$ cat src/rtl/pwr_pkg.sv
package pwr_pkg;

  typedef enum logic [2:0] {
    M_HIGH   = 3'd0,
    M_SLEEP  = 3'd1,
    M_SUBACT = 3'd2,
    M_SUBSLP = 3'd3,
    M_WATCH  = 3'd4,
    M_SWSTBY = 3'd5,
    M_HWSTBY = 3'd6,
    M_RESET  = 3'd7
  } pwrMode_t;

  // strobes from control to datapath
  typedef struct packed {
    logic cntClear;
    logic cntRun;
    logic setIllegal;
    logic fireReset;
  } ctlStrobe_t;

endpackage

$ cat src/rtl/pwr_ctrl_fsm.sv
module pwr_ctrl_fsm
  import pwr_pkg::*;
(
  input  logic       clk,
  input  logic       rst_n,
  input  logic       sleepStrobe,
  input  logic       stbySel,
  input  logic       dirXfer,
  input  logic       lowSpdOn,
  input  logic       pscSel,
  input  logic       irqPend,
  input  logic       resetPin_n,
  input  logic       stbyPin_n,
  input  logic       settleDone,
  output pwrMode_t   modeQ,
  output ctlStrobe_t strobe
);

  pwrMode_t modeNxt;
  logic     illegal;

  always_comb begin
    modeNxt = modeQ;
    illegal = 1'b0;
    if (!stbyPin_n) begin
      modeNxt = M_HWSTBY;
    end else if (!resetPin_n || modeQ == M_HWSTBY) begin
      modeNxt = M_RESET;
    end else begin
      unique case (modeQ)
        M_RESET: if (settleDone) modeNxt = M_HIGH;
        M_HIGH: if (sleepStrobe) begin
          if (!stbySel)                 modeNxt = M_SLEEP;
          else if (!dirXfer)            modeNxt = pscSel ? M_WATCH : M_SWSTBY;
          else if (lowSpdOn && pscSel)  modeNxt = M_SUBACT;
          else                          illegal = 1'b1;
        end
        M_SUBACT: if (sleepStrobe) begin
          if (!pscSel)                              illegal = 1'b1;
          else if (stbySel && !dirXfer)             modeNxt = M_WATCH;
          else if (!stbySel && lowSpdOn)            modeNxt = M_SUBSLP;
          else if (stbySel && dirXfer && !lowSpdOn) modeNxt = M_HIGH;
          else                                      illegal = 1'b1;
        end
        M_SLEEP, M_SWSTBY: if (irqPend) modeNxt = M_HIGH;
        M_SUBSLP:          if (irqPend) modeNxt = M_SUBACT;
        M_WATCH:           if (irqPend) modeNxt = lowSpdOn ? M_SUBACT : M_HIGH;
        default: ;
      endcase
    end
  end

  always_comb begin
    strobe            = '0;
    strobe.cntClear   = (modeNxt == M_RESET) && (modeQ != M_RESET);
    strobe.cntRun     = (modeNxt == M_RESET) && (modeQ == M_RESET);
    strobe.setIllegal = illegal;
    strobe.fireReset  = (modeQ == M_RESET) && (modeNxt == M_HIGH);
  end

  always_ff @(posedge clk or negedge rst_n) begin
    if (!rst_n) modeQ <= M_RESET;
    else        modeQ <= modeNxt;
  end

endmodule

$ cat src/rtl/pwr_datapath.sv
module pwr_datapath
  import pwr_pkg::*;
#(
  parameter int CW = 8
) (
  input  logic          clk,
  input  logic          rst_n,
  input  ctlStrobe_t    strobe,
  input  logic [CW-1:0] settleCount,
  output logic          settleDone,
  output logic          resetReq,
  output logic          illegalFlag
);

  logic [CW-1:0] settleCnt;

  assign settleDone = (settleCnt >= settleCount);

  always_ff @(posedge clk or negedge rst_n) begin
    if (!rst_n) begin
      settleCnt   <= '0;
      resetReq    <= 1'b0;
      illegalFlag <= 1'b0;
    end else begin
      if (strobe.cntClear)
        settleCnt <= '0;
      else if (strobe.cntRun && !settleDone)
        settleCnt <= settleCnt + 1'b1;
      resetReq <= strobe.fireReset;
      if (strobe.setIllegal) illegalFlag <= 1'b1;
    end
  end

endmodule

$ cat src/rtl/pwr_clk_decode.sv
module pwr_clk_decode
  import pwr_pkg::*;
#(
  parameter int NGRP = 8,
  parameter int KEEP = 4
) (
  input  pwrMode_t        modeQ,
  input  logic [2:0]      clkDivIsSet,
  output logic            mainClkEn,
  output logic            subClkSel,
  output logic [NGRP-1:0] periphClkEn,
  output logic            cfgErr
);

  logic fullRun;
  logic lowRun;

  assign fullRun   = (modeQ == M_HIGH) || (modeQ == M_SLEEP) || (modeQ == M_RESET);
  assign lowRun    = (modeQ == M_SUBACT) || (modeQ == M_SUBSLP) || (modeQ == M_WATCH);
  assign mainClkEn = fullRun;
  assign subClkSel = lowRun;
  assign cfgErr    = (modeQ == M_SUBACT) && (|clkDivIsSet);

  for (genvar g = 0; g < NGRP; g++) begin : gGrp
    if (g < KEEP) begin : gKeep
      assign periphClkEn[g] = fullRun || lowRun;
    end else begin : gMain
      assign periphClkEn[g] = fullRun;
    end
  end

endmodule

$ cat src/rtl/pwr_mode_ctrl.sv
module pwr_mode_ctrl
  import pwr_pkg::*;
#(
  parameter int CW   = 8,
  parameter int DIVW = 3,
  parameter int NGRP = 8,
  parameter int KEEP = 4
) (
  input  logic            clk,
  input  logic            rst_n,
  input  logic            sleepStrobe,
  input  logic            stbySel,
  input  logic            dirXfer,
  input  logic            lowSpdOn,
  input  logic            pscSel,
  input  logic [DIVW-1:0] clkDiv,
  input  logic            irqPend,
  input  logic            resetPin_n,
  input  logic            stbyPin_n,
  input  logic [CW-1:0]   settleCount,
  output logic [2:0]      mode,
  output logic            mainClkEn,
  output logic            subClkSel,
  output logic [NGRP-1:0] periphClkEn,
  output logic            resetReq,
  output logic            cfgErr,
  output logic            illegalFlag
);

  pwrMode_t   modeQ;
  ctlStrobe_t strobe;
  logic       settleDone;
  logic [2:0] divSet;

  assign divSet = {2'b00, |clkDiv};
  assign mode   = modeQ;

  pwr_ctrl_fsm u_fsm (
    .clk, .rst_n, .sleepStrobe, .stbySel, .dirXfer, .lowSpdOn, .pscSel,
    .irqPend, .resetPin_n, .stbyPin_n, .settleDone,
    .modeQ(modeQ), .strobe(strobe)
  );

  pwr_datapath #(.CW(CW)) u_dp (
    .clk, .rst_n, .strobe(strobe), .settleCount,
    .settleDone(settleDone), .resetReq(resetReq), .illegalFlag(illegalFlag)
  );

  pwr_clk_decode #(.NGRP(NGRP), .KEEP(KEEP)) u_dec (
    .modeQ(modeQ), .clkDivIsSet(divSet),
    .mainClkEn(mainClkEn), .subClkSel(subClkSel),
    .periphClkEn(periphClkEn), .cfgErr(cfgErr)
  );

endmodule

$ cat config.mk
export PLATFORM = sky130hd
export DESIGN_NAME = pwr_mode_ctrl
export DESIGN_NICKNAME = d
export VERILOG_FILES = /design/src/rtl/pwr_pkg.sv /design/src/rtl/pwr_ctrl_fsm.sv /design/src/rtl/pwr_datapath.sv /design/src/rtl/pwr_clk_decode.sv /design/src/rtl/pwr_mode_ctrl.sv
export SDC_FILE = /design/constraint.sdc
export NUM_CORES = 1
export LEC_CHECK = 0
export BUFFER_PORTS_ARGS = -buffer_cell sky130_fd_sc_hd__buf_4
export CAP_MARGIN = 20
export CORE_MARGIN = 1
export CORE_UTILIZATION = 56
export CTS_BUF_LIST = sky130_fd_sc_hd__clkbuf_8
export CTS_CLUSTER_DIAMETER = 150
export DETAILED_ROUTE_END_ITERATION = 10
export PLACE_DENSITY = 0.87
export SETUP_SLACK_MARGIN = 0.15
export SLEW_MARGIN = 20
export SYNTH_ARGS = -nofsm -noshare
export SYNTH_HDL_FRONTEND = slang
export SYNTH_SLANG_ARGS = --single-unit
$ cat constraint.sdc
create_clock -name clk -period 4.6 [get_ports clk]
set_clock_uncertainty 0.2 [all_clocks]
set_input_delay 0.92 -clock clk [delete_from_list [all_inputs] [get_ports clk]]
set_output_delay 0.92 -clock clk [all_outputs]
set_load 0.03 [all_outputs]
==> flow_summary_export.csv <==
group,metric,value,unit
cells_and_area,fill_cells,145,
clock_network,path_clk_slew,60,ps
synthesis,synth_area_leaders,"dfrtp_1 (22%), ha_1 (10%), dfstp_2 (7.0%), nand3_1 (4.9%), buf_4 (4.7%)",
synthesis,netlist_area,1120,µm²
worst_setup_path,rr_startpoint,"u_dp.settleCnt[0]",
synthesis,synth.distinct_cells,41,
global_route,grtUsageTotal,30.8,%
floorplanning,die_y,46.7,µm
synthesis,ys_ff_latch,13,
clock_network,cts_tree,"built",
global_route,antenna_found_initial,0,
worst_setup_path,crit_end,"u_fsm.modeQ[1]",
power,power_leakage,0.000652,µW
worst_setup_path,startpoint,"settleCount[5]",
route,wl_per_cell,15.7,µm
route,vias,1178,
synthesis,synth_top_area_share,22.3,%
timing,fmax,0.341,GHz
global_route,grt_overflow,0,
clock_network,cts_root_buf,"clkbuf_8",
global_route,grt_pass1_vias,1051,
route,viasPerCell,6.27,
timing,worst-slew-pin-transition,747,ps
worst_setup_path,r2r_end,"u_dp.settleCnt[1]",
global_route,grt_pass1_wl,4.66,mm
global_route,grt_max_degree,18,
cells_and_area,final_common_cell,"buf_4",
cells_and_area,drive_gt1_share,29.4,%
worst_setup_path,ff2ff_path_depth,7,
clock_network,insertion_delay,250,ps
cells_and_area,nets,194,
place,placed_area,1340,µm²
floorplanning,die_x,46.7,µm
synthesis,synth_warnings,0,
power,ir_worst_vdd,0.197,mV
synthesis,synth.avg_cell_area,8.29,µm²
route,ant_nets,0,
timing,timing.max_slew.rel_slack,50.0,%
power,power_density,287,nW/µm²
floorplanning,initial_core_util,62.2,%
floorplanning,die_area,2180,µm²
worst_setup_path,required,4570,ps
clock_network,cts_buffers,3,
cells_and_area,diodes,0,
worst_setup_path,critical_path_class,"primary input to register",
worst_setup_path,rrSetupSlack,1980,ps
min_path,worstHoldPathType,"primary input to async pin",
timing,min_period,2930,ps
cells_and_area,stdcell_count,188,
timing,hold_violations,0,
place,gp_congestion,0.907,
timing,final.setup.tns,0,ps
worst_setup_path,cp.arrival,2900,ps
route,drt-total-wl,2.96,mm
place,dpl.hpwl,2.26,mm
route,drt_iter0_markers,39,
clock_network,cts_hold_buf,0,
floorplanning,core_area,1800,µm²
worst_setup_path,startpoint_type,"primary input",
timing,setup_viol,0,
synthesis,syn_inst,135,
floorplanning,num_rows,15,
clock_network,cts_max_level,1,
outcome,status,"complete, no violations",
clock_network,ctsLongestPathBuffers,2,
synthesis,synth.yosys.seq_area_share,29.4,%
clock_network,cts.sinks,13,
place,placed_cells,184,
place,io_buffers,36,
clock_network,post_cts_buffers,0,
job,cap_viol_max_count,0,
cells_and_area,fin_area,1390,µm²
synthesis,syn-num-nets,165,
timing,layout_worst_path_cycle_share,63.8,%
route,dr.pass1.iters,4,
cells_and_area,area_growth,24.4,%
clock_network,cts-resized-gates,0,
synthesis,synth_top_cell_by_area,"dfrtp_1",
timing,rsz0062_at_grt,"false",
cells_and_area,layout_common_cells,"buf_4 (36), nand2_1 (13), inv_1 (11), nand3_1 (11), dfrtp_1 (10)",
floorplanning,num_io_pins,37,
timing,drv_slew,0,
worst_setup_path,worstSetupEndpointType,"register",
route,drc_errors,0,
worst_setup_path,crit_fanout,17,
state kept, by name (all words and copies together), names as in the netlist:
signal,cells
u_fsm.modeQ,3
u_dp.illegalFlag,1
u_dp.settleCnt,8
u_dp.resetReq,1
metrics by stage:
step                      setup WS, ps  utilization (%)  total power [µW]  hold WS (ps)
after floorplan                   1630                -               246           300
after global placement            1300             74.4               283           262
after detailed placement          1180             74.4               290           287
after CTS                         1410             76.9               398           301
after global routing              1560             77.3               421           309
final                             1670             77.3               400           298
power by group:
| part | switching [µW] | total, µW | internal (µW) |
|---|---|---|---|
| Combinational | 83.3 | 144 | 60.3 |
| Clock | 48.6 | 109 | 60.1 |
| Sequential | 20.4 | 148 | 127 |
| Total | 152 | 400 | 248 |
worst max-delay path, stage by stage:
cell and delay [ps]:
buf_4 80, inv_1 30, ha_1 280, o21a_1 120, o211ai_1 90, a31oi_2 610
nor2_1 200, or4_1 560
cell usage after synthesis:
library cell,count
a21oi_1,9
dfstp_2,3
a31oi_1,1
nand2b_1,1
or3b_2,1
nand2_1,13
a211oi_1,2
nand4bb_1,1
o21ai_0,3
inv_1,11
buf_2,2
or3b_1,1
a41oi_1,1
ha_1,9
or3_1,1
nand3_1,11
o21a_1,2
nor3_1,2
o221ai_1,1
and3_2,1
o31ai_1,4
o211ai_1,5
o2111ai_1,1
or2b_1,1
nor3b_1,1
o31a_1,1
nor2b_1,1
a2111o_1,1
nor2_1,8
dfrtp_1,10
o311ai_0,1
buf_4,7
or4b_1,1
clkbuf_1,2
nand3_4,1
buf_6,1
a211o_1,1
or2_2,1
nand4_1,4
o41ai_1,2
or4_1,5
logic make-up after synthesis:
kind of cell               after synthesis  share of synthesized area, %
AOI/OAI and AO/OA                       35                          21.9
adders and majority gates                9                          10.1
DFF                                     13                          29.4
and+or+nand+nor                         55                          27.7
buffers and inverters                   23                          10.9
metal layers:
layer  routed length (µm)  global-route usage, %  up-vias  part of all wire, %
met3                  196                   5.10        7                  6.6
li1                     -                      -      561                    -
met5                    0                      0        -                    0
met1                 1180                   40.8      551                   40
met2                 1510                   50.0       59                   51
met4                   67                   12.6        0                  2.3
final cells by class:
class                           instances  area [µm²]  share of cell area [%]
Tap cell                               25        31.3                    2.25
Sequential cell                        13         329                    23.6
Clock inverter                          1        5.00                   0.359
Inverter                               11        41.3                    2.96
Multi-Input combinational cell         99         674                    48.4
Timing Repair Buffer                   36         270                    19.4
Clock buffer                            3        41.3                    2.96
how the worst min path moves through the flow:
stage | startpoint | endpoint | cells after the start
4_1_cts | rst_n | u_dp.settleCnt[5] | 1
3_5_place_dp | u_dp.illegalFlag | u_dp.illegalFlag | 2
6_report | rst_n | u_dp.settleCnt[5] | 1
5_1_grt | rst_n | u_dp.settleCnt[7] | 1
2_1_floorplan | u_dp.settleCnt[0] | u_dp.settleCnt[0] | 1
3_3_place_gp | u_dp.illegalFlag | u_dp.illegalFlag | 2
Note: power is estimated with default switching activity, not from simulation.
